**config.mk**
```make
export PLATFORM = sky130hd
export DESIGN_NAME = uart_irq_router
export DESIGN_NICKNAME = d
export VERILOG_FILES = /design/src/rtl/uart_irq_pkg.sv /design/src/rtl/uart_irq_status.sv /design/src/rtl/uart_irq_mask.sv /design/src/rtl/uart_irq_fanout.sv /design/src/rtl/uart_irq_router.sv
export SDC_FILE = /design/constraint.sdc
export NUM_CORES = 1
export LEC_CHECK = 0
export BUFFER_PORTS_ARGS = -buffer_cell sky130_fd_sc_hd__buf_2
export CORE_UTILIZATION = 49
export DETAILED_ROUTE_END_ITERATION = 12
export PLACE_DENSITY = 0.84
export SYNTH_ARGS = -nofsm -noshare
export SYNTH_HDL_FRONTEND = slang
export SYNTH_HIERARCHICAL = 1
export SYNTH_SLANG_ARGS = --single-unit
```
**constraint.sdc**
```tcl
create_clock -name clk -period 2.4 [get_ports clk]
set_clock_uncertainty 0.05 [all_clocks]
set_input_delay 0.12 -clock clk [delete_from_list [all_inputs] [get_ports clk]]
set_output_delay 0.12 -clock clk [all_outputs]
set_load 0.01 [all_outputs]
```
**src/rtl/uart_irq_pkg.sv**
```systemverilog
package uart_irq_pkg;

  localparam int NSRC = 11;
  localparam int NOUT = 6;

  // status bit positions
  localparam int B_RI   = 0;
  localparam int B_CTS  = 1;
  localparam int B_DCD  = 2;
  localparam int B_DSR  = 3;
  localparam int B_RX   = 4;
  localparam int B_TX   = 5;
  localparam int B_RT   = 6;
  localparam int B_FE   = 7;
  localparam int B_PE   = 8;
  localparam int B_BE   = 9;
  localparam int B_OE   = 10;

  // register addresses
  localparam int A_DATA = 0;
  localparam int A_MASK = 1;
  localparam int A_RAW  = 2;
  localparam int A_MSKD = 3;
  localparam int A_CLR  = 4;

  // output line indices
  localparam int O_ALL = 0;
  localparam int O_RX  = 1;
  localparam int O_TX  = 2;
  localparam int O_RT  = 3;
  localparam int O_MS  = 4;
  localparam int O_ERR = 5;

  typedef logic [NSRC-1:0] irq_vec_t;

  function automatic irq_vec_t bit_of(input int pos);
    irq_vec_t v;
    v = '0;
    v[pos] = 1'b1;
    return v;
  endfunction

  function automatic irq_vec_t group_mask(input int line);
    irq_vec_t ms, er;
    ms = bit_of(B_RI) | bit_of(B_CTS) | bit_of(B_DCD) | bit_of(B_DSR);
    er = bit_of(B_FE) | bit_of(B_PE) | bit_of(B_BE) | bit_of(B_OE);
    case (line)
      O_ALL:   return ms | er | bit_of(B_RX) | bit_of(B_TX) | bit_of(B_RT);
      O_RX:    return bit_of(B_RX);
      O_TX:    return bit_of(B_TX);
      O_RT:    return bit_of(B_RT);
      O_MS:    return ms;
      default: return er;
    endcase
  endfunction

  // next raw value: clears first, then sets override them
  function automatic irq_vec_t raw_next(input irq_vec_t cur, input irq_vec_t clr,
                                        input irq_vec_t set);
    return (cur & ~clr) | set;
  endfunction

endpackage

```
**src/rtl/uart_irq_status.sv**
```systemverilog
module uart_irq_status
  import uart_irq_pkg::*;
(
  input  logic     clk,
  input  logic     rst_n,
  input  irq_vec_t set_i,
  input  irq_vec_t clr_i,
  output irq_vec_t raw_o
);

  irq_vec_t raw_q;

  always_ff @(posedge clk or negedge rst_n) begin
    if (!rst_n) raw_q <= '0;
    else        raw_q <= raw_next(raw_q, clr_i, set_i);
  end

  assign raw_o = raw_q;

endmodule

```
**src/rtl/uart_irq_mask.sv**
```systemverilog
module uart_irq_mask
  import uart_irq_pkg::*;
(
  input  logic     clk,
  input  logic     rst_n,
  input  logic     load_i,
  input  irq_vec_t val_i,
  output irq_vec_t mask_o
);

  irq_vec_t mask_q;

  always_ff @(posedge clk or negedge rst_n) begin
    if (!rst_n)      mask_q <= '0;
    else if (load_i) mask_q <= val_i;
  end

  assign mask_o = mask_q;

endmodule

```
**src/rtl/uart_irq_fanout.sv**
```systemverilog
module uart_irq_fanout
  import uart_irq_pkg::*;
#(
  parameter int LINES = NOUT
) (
  input  irq_vec_t         masked_i,
  output logic [LINES-1:0] line_o
);

  for (genvar g = 0; g < LINES; g++) begin : g_line
    localparam irq_vec_t GMASK = group_mask(g);
    assign line_o[g] = |(masked_i & GMASK);
  end

endmodule

```
**src/rtl/uart_irq_router.sv**
```systemverilog
module uart_irq_router
  import uart_irq_pkg::*;
#(
  parameter int ADDR_W = 3,
  parameter int DATA_W = 16
) (
  input  logic              clk,
  input  logic              rst_n,
  input  logic [ADDR_W-1:0] reg_addr,
  input  logic              reg_wen,
  input  logic [DATA_W-1:0] reg_wdata,
  output logic [DATA_W-1:0] reg_rdata,
  input  logic [NSRC-1:0]   ev_set,
  input  logic [NSRC-1:0]   ev_clr,
  output logic              irq_all,
  output logic              irq_rx,
  output logic              irq_tx,
  output logic              irq_rtim,
  output logic              irq_modem,
  output logic              irq_err
);

  localparam int PAD_W = DATA_W - NSRC;

  // named internal events, visible to the bound checker
  logic     wr_data, wr_mask, wr_clr;
  irq_vec_t sw_clr, tx_set, set_all, clr_all;
  irq_vec_t raw_q, mask_q, masked;
  logic [NOUT-1:0] lines;
  logic     unused_wdata_hi;

  assign wr_data = reg_wen && (reg_addr == ADDR_W'(A_DATA));
  assign wr_mask = reg_wen && (reg_addr == ADDR_W'(A_MASK));
  assign wr_clr  = reg_wen && (reg_addr == ADDR_W'(A_CLR));

  assign sw_clr  = wr_clr  ? reg_wdata[NSRC-1:0] : '0;
  assign tx_set  = wr_data ? bit_of(B_TX) : '0;
  assign set_all = ev_set | tx_set;
  assign clr_all = ev_clr | sw_clr;
  assign unused_wdata_hi = ^reg_wdata[DATA_W-1:NSRC];

  uart_irq_status u_status (
    .clk   (clk),
    .rst_n (rst_n),
    .set_i (set_all),
    .clr_i (clr_all),
    .raw_o (raw_q)
  );

  uart_irq_mask u_mask (
    .clk    (clk),
    .rst_n  (rst_n),
    .load_i (wr_mask),
    .val_i  (reg_wdata[NSRC-1:0]),
    .mask_o (mask_q)
  );

  assign masked = raw_q & mask_q;

  uart_irq_fanout #(.LINES(NOUT)) u_fanout (
    .masked_i (masked),
    .line_o   (lines)
  );

  assign irq_all   = lines[O_ALL];
  assign irq_rx    = lines[O_RX];
  assign irq_tx    = lines[O_TX];
  assign irq_rtim  = lines[O_RT];
  assign irq_modem = lines[O_MS];
  assign irq_err   = lines[O_ERR];

  always_comb begin
    case (int'(reg_addr))
      A_MASK:  reg_rdata = {{PAD_W{1'b0}}, mask_q};
      A_RAW:   reg_rdata = {{PAD_W{1'b0}}, raw_q};
      A_MSKD:  reg_rdata = {{PAD_W{1'b0}}, masked};
      default: reg_rdata = '0;
    endcase
  end

endmodule

```
==> flow_summary_export.csv <==
group,metric,value,unit
final_layout,drive_gt1_frac,0.4138,
drt,dr.pass1.iters,4,
timing,finalSetupViolations,0,
die,die-area,3030,µm²
cts,cts_tree,"yes",
cts,htreeDepth,1,
global_route,grt_pass1_vias,1214,
drt,drt-total-wl,3126,µm
final_layout,post-route-util,0.7237,
placement,dpl.hpwl,2214,µm
die,fp.dieH,55.05,µm
drt,post_drt_wl_per_cell,13.42,µm
final_layout,final_cells,233,
critical_path,worstPathArrival,1.89,ns
global_route,grt_first_pass_wirelength,4995,µm
placement,placed_cells,210,
power_and_ir_drop,p_int,696.7,µW
power_and_ir_drop,switching_share,0.3028,
power_and_ir_drop,clkPwrFrac,0.204,
die,initial_utilization,0.5370,
timing,hold_violations,0,
drt,via_per_inst,5.103,
timing,min_period,2.064,ns
critical_path,worstPathRequired,2.23,ns
final_layout,antennaDiodeCount,0,
critical_path,cp-end-kind,"output port",
cts,clkLatencyLatePin,0.30,ns
global_route,antenna_found_initial,0,
timing,hold_ws,0.01205,ns
synthesis,synth_seq_cells,22,
drt,drtIter0Drc,5,
cts,cts-root-buf,"clkbuf_4",
cts,path_clk_slew,0.12,ns
synthesis,ys_seq_area_frac,0.3993,
synthesis,synth_cell_types,20,
global_route,gr-total-overflow,0,
power_and_ir_drop,irDropWorstVdd,0.0004544,V
critical_path,worst-setup-path-type,"flop to output port",
final_layout,layout.nets,248,
placement,port_buffers,55,
cts,ctsResizeCount,0,
timing,final_max_slew_viol_count,0,
timing,rsz0062_at_grt,"false",
critical_path,startpoint_type,"flop",
synthesis,synthCells,133,
placement,gp_congestion,0.7379,
power_and_ir_drop,total_power,999.3,µW
power_and_ir_drop,comb_power_share,0.341,
min_path,min_path_type,"primary input to flop",
drt,drcViolationCount,0,
final_layout,area_growth,34.75,%
timing,slew_headroom,0.1591,
synthesis,synth.avg_cell_area,10.37,µm²
global_route,grt_usage,0.2386,
power_and_ir_drop,p_per_area,537.8,nW/µm²
critical_path,crit_fanout,2,
timing,finalCritPeriodShare,0.8602,
cts,numCtsBuffers,3,
flow_run,drv_cap,0,
timing,finalSetupTns,0,ns
power_and_ir_drop,pwr-share-seq,0.455,
synthesis,syn_area,1379,µm²
die,dieWidth,55.05,µm
global_route,grt_max_degree,23,
drt,vias,1189,
timing,tightest_slew,1.259,ns
power_and_ir_drop,p_leak,0.001095,µW
die,rows,18,
synthesis,yosysWarnings,6,
die,core,2567,µm²
drt,route.antenna.remaining_nets,0,
power_and_ir_drop,p_switching,302.6,µW
status,outcome,"finished clean",
cts,clock-sinks,22,
cts,clockBufferDepth,2,
die,io_pins,66,
timing,fmaxAchievable,0.4844,GHz
## layout by cell type, fill, tap and decap left out, drive strengths merged
| master | count |
|---|---|
| nor4bb | 1 |
| or4 | 2 |
| a221oi | 11 |
| conb | 5 |
| nor2 | 11 |
| nor4b | 1 |
| and4bb | 1 |
| buf | 56 |
| o21bai | 1 |
| mux2 | 11 |
| clkbuf | 4 |
| or3 | 2 |
| dlygate4sd3 | 19 |
| dfrtp | 22 |
| or2 | 1 |
| a21o | 22 |
| inv | 33 |
## per-stage QoR
step	setup slack (ns)	instance area, µm²
3_5_place_dp	0.5838	1632
6_report	0.3356	1858
2_1_floorplan	0.7980	1394
5_1_grt	0.2544	1858
4_1_cts	0.3261	1848
3_3_place_gp	0.5506	1632
## power by group through the flow
stage          combinational [µW]  sequential [µW]  clock (µW)
2_1_floorplan                 231              452           0
3_3_place_gp                  303              458           0
3_5_place_dp                  314              462           0
4_1_cts                       338              455         212
5_1_grt                       374              461         226
6_report                      340              454         204
## synthesized netlist by cell type, drive strengths merged
master  count  area share
buf        13       0.071
mux2       11        0.12
or2         1      0.0045
or4         2       0.014
nor4bb      1      0.0073
dfrtp      22        0.40
nor2       11       0.030
and4bb      1      0.0091
nor4b       1      0.0064
or3         2      0.0091
a221oi     11        0.12
a21o       22        0.12
conb        1      0.0027
o21bai      1      0.0054
inv        33       0.090
## worst max-delay path, stage by stage, from the launching register on
cell and delay, ns:
dfrtp_1 0.40, inv_1 0.08, nor2_1 0.05, or4_4 0.55, or3_1 0.37, buf_2 0.14
## sequential cells by signal, indices dropped and copies added, names as in the netlist
register / flops
u_status/raw_o: 11
u_mask/mask_o: 11
## per-layer routing
layer | wire [µm] | up-vias | global-route usage | part of all wire
met3 | 137 | 2 | 0.03279 | 0.044
met1 | 1298 | 572 | 0.2712 | 0.42
met4 | 16 | 0 | 0.09583 | 0.0051
met5 | 0 | - | 0 | 0
li1 | - | 572 | - | -
met2 | 1674 | 43 | 0.4438 | 0.54
## cell families after synthesis
logic type / after synthesis / synth area share
muxes: 11 / 0.1171
other: 1 / 0.002720
buffers and inverters: 46 / 0.1606
DFF: 22 / 0.3993
AOI/OAI and AO/OA: 34 / 0.2405
and+or+nand+nor: 19 / 0.07986
## repair_timing
| item | in CTS | in global routing |
|---|---|---|
| hold endpoints to repair | 39 | 1 |
| buffers inserted | 0 | 0 |
| hold buffers | 18 | 1 |
## layout make-up
cell class                 count  area, µm²
clock buffer                   4      36.28
fill                         204      709.4
inverter                      33      123.9
multi-input combinational     69      636.9
sequential                    22      550.5
tap                           30      37.54
timing repair buffer          75      473.0
## worst paths after layout
check                                             start                             to  slack, ns  cells past startpoint
setup / recovery           u_mask/mask_o[1]$_DFFE_PN0P_                        irq_all       0.34                      5
hold / removal                            reg_wdata[10]  u_mask/mask_o[10]$_DFFE_PN0P_       0.01                      2
setup reg to reg           u_mask/mask_o[7]$_DFFE_PN0P_   u_mask/mask_o[7]$_DFFE_PN0P_       1.57                      1
hold reg to reg             u_status/raw_o[5]$_DFF_PN0_    u_status/raw_o[5]$_DFF_PN0_       0.44                      1
max in group asynchronous                         rst_n   u_mask/mask_o[0]$_DFFE_PN0P_       1.72                      2
min in group asynchronous                         rst_n    u_status/raw_o[5]$_DFF_PN0_       0.25                      2
Power figures use the tool's default switching activity.
